<file path="src/rtl/hbg_pkg.sv">
package hbg_pkg;

    localparam int unsigned NUM_LEGS = 2;

    typedef enum logic [1:0] {
        DRV_OFF = 2'd0,
        DRV_HI  = 2'd1,
        DRV_LO  = 2'd2
    } drive_t;

    typedef enum logic [2:0] {
        SV_POWERUP = 3'd0,
        SV_RUN     = 3'd1,
        SV_FAULT   = 3'd2,
        SV_SLEEP   = 3'd3,
        SV_WAKE    = 3'd4
    } sv_state_t;

    typedef enum logic [2:0] {
        LG_OFF    = 3'd0,
        LG_ARM_HI = 3'd1,
        LG_ARM_LO = 3'd2,
        LG_HI     = 3'd3,
        LG_LO     = 3'd4
    } leg_state_t;

    // Convert a duration in ns to clock cycles, rounding up, at least one.
    function automatic int unsigned ns_to_cyc(int unsigned hz, int unsigned ns);
        longint unsigned prod;
        longint unsigned cyc;
        prod = longint'(hz) * longint'(ns);
        cyc  = (prod + 64'd999_999_999) / 64'd1_000_000_000;
        if (cyc == 0) cyc = 1;
        return int'(cyc[31:0]);
    endfunction

endpackage

</file>
<file path="src/rtl/hbg_supervisor.sv">
module hbg_supervisor
    import hbg_pkg::*;
#(
    parameter int unsigned PWRUP_CYC = 10000,
    parameter int unsigned WAKE_CYC  = 50000
) (
    input  logic clk,
    input  logic rst_n,
    input  logic sleep_n_i,
    input  logic fault_i,
    output logic run_ok_o
);

    localparam int unsigned MAX_CYC = (PWRUP_CYC > WAKE_CYC) ? PWRUP_CYC : WAKE_CYC;
    localparam int unsigned CW      = $clog2(MAX_CYC + 1);
    localparam logic [CW-1:0] PW_LAST = CW'(PWRUP_CYC - 1);
    localparam logic [CW-1:0] WK_LAST = CW'(WAKE_CYC - 1);

    sv_state_t     st, st_nx;
    logic [CW-1:0] cnt, cnt_nx;

    always_ff @(posedge clk or negedge rst_n) begin
        if (!rst_n) begin
            st  <= SV_POWERUP;
            cnt <= '0;
        end else begin
            st  <= st_nx;
            cnt <= cnt_nx;
        end
    end

    always_comb begin
        st_nx = st;
        unique case (st)
            SV_POWERUP: begin
                if (!sleep_n_i)          st_nx = SV_SLEEP;
                else if (cnt == PW_LAST) st_nx = fault_i ? SV_FAULT : SV_RUN;
            end
            SV_RUN: begin
                if (!sleep_n_i)   st_nx = SV_SLEEP;
                else if (fault_i) st_nx = SV_FAULT;
            end
            SV_FAULT: begin
                if (!sleep_n_i)    st_nx = SV_SLEEP;
                else if (!fault_i) st_nx = SV_RUN;
            end
            SV_SLEEP: begin
                if (sleep_n_i) st_nx = SV_WAKE;
            end
            SV_WAKE: begin
                if (!sleep_n_i)          st_nx = SV_SLEEP;
                else if (cnt == WK_LAST) st_nx = fault_i ? SV_FAULT : SV_RUN;
            end
            default: st_nx = SV_POWERUP;
        endcase

        if (st_nx != st)
            cnt_nx = '0;
        else if (st == SV_POWERUP || st == SV_WAKE)
            cnt_nx = cnt + 1'b1;
        else
            cnt_nx = '0;
    end

    always_comb begin
        run_ok_o = (st == SV_RUN) && sleep_n_i && !fault_i;
    end


    wake_hold_chk: assert property (@(posedge clk) disable iff (!rst_n)
        $rose(sleep_n_i) |=> !run_ok_o);

endmodule

</file>
<file path="src/rtl/hbg_decode.sv">
module hbg_decode
    import hbg_pkg::*;
(
    input  logic   clk,
    input  logic   rst_n,
    input  logic   phase_i,
    input  logic   enable_i,
    input  logic   mode_i,
    input  logic   sleep_n_i,
    input  logic   zero_i,
    output drive_t tgt_a_o,
    output drive_t tgt_b_o
);

    logic phase_q;
    logic zl_q;
    logic fast;
    logic phase_chg;
    logic float_now;

    always_comb begin
        fast      = sleep_n_i && !enable_i && !mode_i;
        phase_chg = phase_i != phase_q;
        float_now = fast && (zero_i || (zl_q && !phase_chg));
    end

    always_ff @(posedge clk or negedge rst_n) begin
        if (!rst_n) begin
            phase_q <= 1'b0;
            zl_q    <= 1'b0;
        end else begin
            phase_q <= phase_i;
            zl_q    <= float_now;
        end
    end

    always_comb begin
        tgt_a_o = DRV_OFF;
        tgt_b_o = DRV_OFF;
        if (!sleep_n_i || float_now) begin
            tgt_a_o = DRV_OFF;
            tgt_b_o = DRV_OFF;
        end else if (enable_i) begin
            tgt_a_o = phase_i ? DRV_HI : DRV_LO;
            tgt_b_o = phase_i ? DRV_LO : DRV_HI;
        end else if (mode_i) begin
            tgt_a_o = DRV_LO;
            tgt_b_o = DRV_LO;
        end else begin
            tgt_a_o = phase_i ? DRV_LO : DRV_HI;
            tgt_b_o = phase_i ? DRV_HI : DRV_LO;
        end
    end


    zero_float_chk: assert property (@(posedge clk) disable iff (!rst_n)
        (fast && zero_i) |-> (tgt_a_o == DRV_OFF && tgt_b_o == DRV_OFF));

endmodule

</file>
<file path="src/rtl/hbg_leg.sv">
module hbg_leg
    import hbg_pkg::*;
#(
    parameter int unsigned DEAD_CYC = 25
) (
    input  logic   clk,
    input  logic   rst_n,
    input  logic   permit_i,
    input  drive_t target_i,
    output logic   gh_o,
    output logic   gl_o
);

    localparam int unsigned DW = $clog2(DEAD_CYC + 1);
    localparam logic [DW-1:0] DEAD_LAST = DW'(DEAD_CYC - 1);

    leg_state_t    st, st_nx;
    logic [DW-1:0] cnt, cnt_nx;
    drive_t        want;

    always_comb begin
        want = permit_i ? target_i : DRV_OFF;
    end

    always_ff @(posedge clk or negedge rst_n) begin
        if (!rst_n) begin
            st  <= LG_OFF;
            cnt <= '0;
        end else begin
            st  <= st_nx;
            cnt <= cnt_nx;
        end
    end

    always_comb begin
        st_nx = st;
        unique case (st)
            LG_OFF: begin
                if (want == DRV_HI)      st_nx = LG_ARM_HI;
                else if (want == DRV_LO) st_nx = LG_ARM_LO;
            end
            LG_ARM_HI: begin
                if (want == DRV_HI)      st_nx = (cnt == DEAD_LAST) ? LG_HI : LG_ARM_HI;
                else if (want == DRV_LO) st_nx = LG_ARM_LO;
                else                     st_nx = LG_OFF;
            end
            LG_ARM_LO: begin
                if (want == DRV_LO)      st_nx = (cnt == DEAD_LAST) ? LG_LO : LG_ARM_LO;
                else if (want == DRV_HI) st_nx = LG_ARM_HI;
                else                     st_nx = LG_OFF;
            end
            LG_HI: begin
                if (want == DRV_LO)       st_nx = LG_ARM_LO;
                else if (want != DRV_HI)  st_nx = LG_OFF;
            end
            LG_LO: begin
                if (want == DRV_HI)       st_nx = LG_ARM_HI;
                else if (want != DRV_LO)  st_nx = LG_OFF;
            end
            default: st_nx = LG_OFF;
        endcase

        if (st_nx != st)
            cnt_nx = '0;
        else if (st == LG_ARM_HI || st == LG_ARM_LO)
            cnt_nx = cnt + 1'b1;
        else
            cnt_nx = '0;
    end

    always_comb begin
        gh_o = (st == LG_HI);
        gl_o = (st == LG_LO);
    end


    off_fast_chk: assert property (@(posedge clk) disable iff (!rst_n)
        !permit_i |=> (!gh_o && !gl_o));


    hi_gap_chk: assert property (@(posedge clk) disable iff (!rst_n)
        $rose(gh_o) |-> $past(!gl_o));


    lo_gap_chk: assert property (@(posedge clk) disable iff (!rst_n)
        $rose(gl_o) |-> $past(!gh_o));

endmodule

</file>
<file path="src/rtl/hbridge_gate_ctrl.sv">
module hbridge_gate_ctrl
    import hbg_pkg::*;
#(
    parameter int unsigned CLK_HZ   = 50_000_000,
    parameter int unsigned DEAD_NS  = 500,
    parameter int unsigned PWRUP_NS = 200_000,
    parameter int unsigned WAKE_NS  = 1_000_000
) (
    input  logic clk,
    input  logic rst_n,
    input  logic phase_i,
    input  logic enable_i,
    input  logic mode_i,
    input  logic sleep_n_i,
    input  logic fault_i,
    input  logic zero_i,
    output logic gate_ah_o,
    output logic gate_al_o,
    output logic gate_bh_o,
    output logic gate_bl_o,
    output logic hiz_a_o,
    output logic hiz_b_o
);

    localparam int unsigned DEAD_CYC  = ns_to_cyc(CLK_HZ, DEAD_NS);
    localparam int unsigned PWRUP_CYC = ns_to_cyc(CLK_HZ, PWRUP_NS);
    localparam int unsigned WAKE_CYC  = ns_to_cyc(CLK_HZ, WAKE_NS);

    logic   run_ok;
    drive_t tgt [NUM_LEGS];
    logic   gh  [NUM_LEGS];
    logic   gl  [NUM_LEGS];

    hbg_supervisor #(
        .PWRUP_CYC (PWRUP_CYC),
        .WAKE_CYC  (WAKE_CYC)
    ) u_sup (
        .clk       (clk),
        .rst_n     (rst_n),
        .sleep_n_i (sleep_n_i),
        .fault_i   (fault_i),
        .run_ok_o  (run_ok)
    );

    hbg_decode u_dec (
        .clk       (clk),
        .rst_n     (rst_n),
        .phase_i   (phase_i),
        .enable_i  (enable_i),
        .mode_i    (mode_i),
        .sleep_n_i (sleep_n_i),
        .zero_i    (zero_i),
        .tgt_a_o   (tgt[0]),
        .tgt_b_o   (tgt[1])
    );

    for (genvar g = 0; g < NUM_LEGS; g++) begin : g_leg
        hbg_leg #(
            .DEAD_CYC (DEAD_CYC)
        ) u_leg (
            .clk      (clk),
            .rst_n    (rst_n),
            .permit_i (run_ok),
            .target_i (tgt[g]),
            .gh_o     (gh[g]),
            .gl_o     (gl[g])
        );
    end

    always_comb begin
        gate_ah_o = gh[0];
        gate_al_o = gl[0];
        gate_bh_o = gh[1];
        gate_bl_o = gl[1];
        hiz_a_o   = !gh[0] && !gl[0];
        hiz_b_o   = !gh[1] && !gl[1];
    end


    no_shoot_a_chk: assert property (@(posedge clk) disable iff (!rst_n)
        !(gate_ah_o && gate_al_o));


    no_shoot_b_chk: assert property (@(posedge clk) disable iff (!rst_n)
        !(gate_bh_o && gate_bl_o));


    sleep_off_chk: assert property (@(posedge clk) disable iff (!rst_n)
        !sleep_n_i |=> !(gate_ah_o || gate_al_o || gate_bh_o || gate_bl_o));


    fault_off_chk: assert property (@(posedge clk) disable iff (!rst_n)
        fault_i |=> !(gate_ah_o || gate_al_o || gate_bh_o || gate_bl_o));

endmodule

</file>
<file path="config.mk">
export PLATFORM = sky130hd
export DESIGN_NAME = hbridge_gate_ctrl
export DESIGN_NICKNAME = d
export VERILOG_FILES = /design/src/rtl/hbg_pkg.sv /design/src/rtl/hbg_supervisor.sv /design/src/rtl/hbg_decode.sv /design/src/rtl/hbg_leg.sv /design/src/rtl/hbridge_gate_ctrl.sv
export SDC_FILE = /design/constraint.sdc
export NUM_CORES = 1
export LEC_CHECK = 0
export CAP_MARGIN = 20
export CELL_PAD_IN_SITES_DETAIL_PLACEMENT = 0
export CELL_PAD_IN_SITES_GLOBAL_PLACEMENT = 1
export CORE_MARGIN = 2
export CORE_UTILIZATION = 35
export DETAILED_ROUTE_END_ITERATION = 16
export PLACE_DENSITY_LB_ADDON = 0.1
export SLEW_MARGIN = 30
export SYNTH_ARGS = -nofsm -noshare
export SYNTH_HDL_FRONTEND = slang
export SYNTH_HIERARCHICAL = 1
export SYNTH_SLANG_ARGS = --single-unit
</file>
<file path="constraint.sdc">
create_clock -name clk -period 4.83 [get_ports clk]
set_input_delay 0.966 -clock clk [delete_from_list [all_inputs] [get_ports clk]]
set_output_delay 0.966 -clock clk [all_outputs]
set_load 0.1 [all_outputs]
</file>
[Word level (Yosys, flattened, before mapping)]
Index checks and enable logic that the tools add are counted.
Storage, ports and cells
  flip-flop bits (word level): 37
  bits in latches: 0
  RAM bits: 0
  ROM bits: 0
  bits of input ports: 8
  output and inout bits: 6
  word-level logic and storage cells: 117
  memories: 0
Cells by class
  $add $sub $neg: 3
  multiply operators: 0
  div/mod/pow operators: 0
  order comparisons: 0
  eq/ne operators: 28
  shift operators: 0
  muxes and demuxes: 53
  bitwise logic cells: 0
  reductions and logical operators: 25
Operators by type and width (number)
  3-bit 2-to-1 mux: 27
  3-bit one-hot mux with 5 select lines: 3
  16-bit 2-to-1 mux: 2
  2-bit 2-to-1 mux: 15
  5-bit 2-to-1 mux: 4
  3-bit by 2-bit == test with 1-bit output (second input constant): 6
  16-bit by 1-bit adder with 16-bit output (second input constant): 1
  16-bit by 14-bit == test with 1-bit output (second input constant): 1
  16-bit == test (second input constant): 1
  5-bit by 1-bit adder with 5-bit output (second input constant): 2
  5-bit == test (second input constant): 2
  3-bit by 1-bit == test with 1-bit output (second input constant): 3
  3-bit == test (second input constant): 3
  1-bit logical NOT: 9
  3-bit logical NOT: 3
  3-bit inequality test: 3
  1-bit logical AND: 8
  1-bit logical OR: 5
  2-bit by 1-bit == test with 1-bit output (second input constant): 2
  2-bit == test (second input constant): 2
  2-bit by 1-bit inequality test with 1-bit output (second input constant): 2
  2-bit inequality test (second input constant): 2
  1-bit 2-to-1 mux: 2
  1-bit inequality test: 1

[Longest topological paths before layout]
  depth in word-level cells: 14
  mapped depth: 6
  mapped depth without buffers: 6

[By module]
Netlist, hierarchy kept.
By module, submodules not included
  hbg_supervisor: times used 1, cells each 108, area each 1137.3 µm², sequential area each 475.5 µm²
  hbg_leg: times used 2, cells each 42, area each 427.9 µm², sequential area each 200.2 µm²
  hbg_decode: times used 1, cells each 18, area each 148.9 µm², sequential area each 50.0 µm²
  hbridge_gate_ctrl: times used 1, cells each 2, area each 7.5 µm², sequential area each 0.0 µm²

[Worst setup path after synthesis]
OpenSTA, ideal clock, no wires.
  kind: reg-to-output
  start: register g_leg[0].u_leg.st[1]
  end: output port hiz_a_o
  arrival time: 4.139 ns
  required time: 3.864 ns
  slack: -0.275 ns
  stages on the path, launching flop included: 3
  path buffers: 0
  cells stage by stage: dfrtp_1 nor3b_1 nor2_1
On the way
  longest elaborated chain between the ends: 3
  elaborated cells between the ends (all ways): 5
  those cells by class: 2 x eq/ne; 3 x reduce/logical
RTL lines
  start: declaration: line hbg_leg.sv:17  | leg_state_t st, st_nx;
  start signal: assignment: line hbg_leg.sv:30  | st <= st_nx;
  3-bit == test: line hbg_leg.sv:73  | gl_o = (st == LG_LO);
  named net gate_al_o: line hbridge_gate_ctrl.sv:18  | output logic gate_al_o,
  1-bit logical NOT: line hbridge_gate_ctrl.sv:75  | hiz_a_o = !gh[0] && !gl[0];
  1-bit logical AND: line hbridge_gate_ctrl.sv:75
  end: declaration: line hbridge_gate_ctrl.sv:21  | output logic hiz_a_o,
The timed path passes the listed nets, and every way through them passes these cells.

[Final worst setup path]
  start: register g_leg[1].u_leg.st[1]
  end: output port gate_bl_o
On the way
  longest elaborated chain between the ends: 1
RTL lines
  start: declaration: line hbg_leg.sv:17
  start signal: assignment: line hbg_leg.sv:30
  3-bit == test: line hbg_leg.sv:73
  end: declaration: line hbridge_gate_ctrl.sv:20  | output logic gate_bl_o,
Every way passes these cells.

==> results.toml <==
[worst_hold_path]
holdCritStartpoint = "u_sup/cnt[0]"
min_path_type = "register to register"

[timing]
rsz0062_at_grt = "false"
final-setup-viol-count = 0
skew_ns = 0.00984
hold_viol = 0
worst_pin_slew_ns = 0.976
finalMaxSlewViolations = 0
post-route-period-util_pct = 65.7
min_period_ns = 3.17
relSlewSlack_pct = 34.8
hold_ws_ns = 0.499
tns_ns = 0
max_freq_mhz = 315

[finish]
layout-area-overhead-vs-synth_pct = 14.4
drive_gt1_share_pct = 9.52
final_core_util_pct = 41.5
fin_nets = 244
diodes = 0

[detailed_routing]
drt_first_pass_iters = 4
wirelength_mm = 4.49
wire_per_inst_um = 14.7
vias = 1646
ant_nets = 0
drc_errors = 0
drt-initial-drc-count = 95
viasPerCell = 5.38

[worst_setup_path]
required_ns = 3.86
setup.worst_path.end_class = "output pin"
rrSetupSlack_ns = 2.74
cpPeakStageDelay_ns = 1.18
crit_chain = "nor3b_2 -> clkdlybuf4s50_1"
slowest_stage = "clkdlybuf4s50_1"
cp_num_buf_inv = 1
critPathMaxFanout = 8
timing.rr.start = "u_dec/phase_q"
crit_arrival_ns = 2.21
startpoint = "g_leg[1].u_leg/st[1]"
cp-start-kind = "register"
critPathTopFamily = "buffers and inverters"
worstSetupPathType = "register to output pin"

[clocking]
cts_tree = "built"
insertion_delay_ns = 0.29
cts_sinks = 37
clockRootBuffer = "clkbuf_8"
cts_buffer_depth = 2
postCtsSetupRepairBufs = 0
cts_hold_buffers = 0
path_clk_slew_ns = 0.07
cts_inserted_buffers = 5
cts_resized = 0
htreeDepth = 2

[global_routing]
busiest_layer = "met2"
first_global_vias = 1616
overflow = 0
use_met1_pct = 18.8
antenna_found_initial = 0
track_usage_pct = 14.7
grt_util_met2_pct = 22.7
grt_pass1_wl_mm = 7.44
use_met3_pct = 3.70
grt_max_degree = 38

[floorplanning]
core_region_area_um2 = 5920
rows = 28
die_h_um = 82.4
dieArea_um2 = 6780
start_util_pct = 36.3
io_pins = 14
fp.dieW_um = 82.4

[power]
internal_power_mw = 0.484
pwr-share-seq_pct = 50.7
switchingPower_mw = 0.204
p_leak_nw = 0.949
pwr-share-clk_pct = 31.7
switching_share_pct = 29.6
p_comb_share_pct = 17.6
power.density_nw_per_um2 = 280
vdd_drop_max_uv = 148

[synth]
synth_ff_type = "dfrtp_1"
synth_top_cell_by_area = "dfrtp_1"
syn_area_per_cell_um2 = 10.1
ys_seq_elements = 37
syn_nets = 225
synth_cell_type_count = 47
synth_area_leaders = "dfrtp_1 (43%), xor2_1 (5.3%), nor2_1 (4.7%)"
synth_top_area_share_pct = 43.1
syn_area_um2 = 2150
synthCells = 212
ys_async_sr_fraction_pct = 100
synth-edff-count = 0
ys_warn_count = 6
yosysSeqAreaShare_pct = 43.1

[status]
outcome = "finished, final reports clean"

[placed_design]
gp_congestion = 0.820
portBuffers = 13
dp_hpwl_mm = 3.16

[flow_run]
cap_violations = 0
[worst reg2reg max path: stages (launching register included)]
cell and delay (ns):
dfrtp_1 0.40, inv_1 0.07, a211oi_1 0.08, o311a_2 0.37, or4bb_1 0.51, a2111o_1 0.45
nor2_1 0.14
[sequential cells by signal, summed over array words and instances (netlist names)]
register / flops
u_dec/phase_q: 1
u_sup/st: 3
u_dec/zl_q: 1
g_leg.u_leg/st: 6
u_sup/cnt: 16
g_leg.u_leg/cnt: 10
[cells in the final DEF, fill, tap and decap left out, types with 8 or more instances in the layout]
master	count
a21oi_1	8
clkdlybuf4s50_1	12
dfrtp_1	37
inv_1	15
nand2_1	9
nand3_1	13
nor2_1	27
xnor2_1	8
xor2_1	13
[path summary, 6_finish.rpt]
check,end,depth (start not counted)
worst max register to register,g_leg[1].u_leg/cnt[3],6
worst min register to register,u_sup/cnt[0],1
min in group asynchronous,u_sup/cnt[15],1
max in group asynchronous,g_leg[0].u_leg/st[1],1
worst min-delay path,u_sup/cnt[0],1
worst max-delay path,gate_bl_o,2
[stage by stage]
step	cell area [um^2]	worst slack, ns	total power, mW	cells
floorplan	2160	1.22	0.437	212
global placement	2370	1.72	0.479	299
detailed placement	2370	1.58	0.476	299
CTS	2460	1.65	0.701	306
global route	2460	1.57	0.729	306
finish	2460	1.66	0.688	306
[routing by layer]
layer,vias to the layer above,routed length [um]
li1,823,-
met1,788,2210
met2,26,2050
met3,9,138
met4,0,88
met5,-,0
[Yosys cell counts (4+ instances only)]
cell	instances
xor2_1	13
and4_1	6
nand3b_1	5
nand4_1	6
nor2_1	27
inv_1	15
xnor2_1	8
a211oi_1	4
nand3_1	13
nand2_1	9
a2111oi_1	6
ha_1	5
dfrtp_1	37
a21oi_1	8
[cell families (layout without fill, tap and decap cells)]
| family | after synthesis | count (layout) | synth area share [%] |
|---|---|---|---|
| buffers and inverters | 16 | 35 | 2.85 |
| xor gates and xnor gates | 21 | 21 | 8.56 |
| AOI/OAI and AO/OA | 40 | 40 | 16.9 |
| and+or+nand+nor | 93 | 93 | 25.7 |
| adders and majority gates | 5 | 5 | 2.91 |
| DFF | 37 | 37 | 43.1 |
[final cells by class]
type                    count  area [um^2]
flip-flops and latches     37          926
fillers                   573         3460
inverters                  15         56.3
repair buffers             13          125
multi-input cells         159         1170
well taps                  75         93.8
clock buffers               7         86.3
[power by group through the flow]
stage	clock (mW)	sequential (mW)	combinational (mW)
after floorplan	0	0.349	0.0875
after global placement	0	0.354	0.124
after detailed placement	0	0.354	0.122
after CTS	0.230	0.348	0.123
after global routing	0.241	0.352	0.137
final	0.218	0.349	0.121
Note: power is estimated with default switching activity, not from simulation.
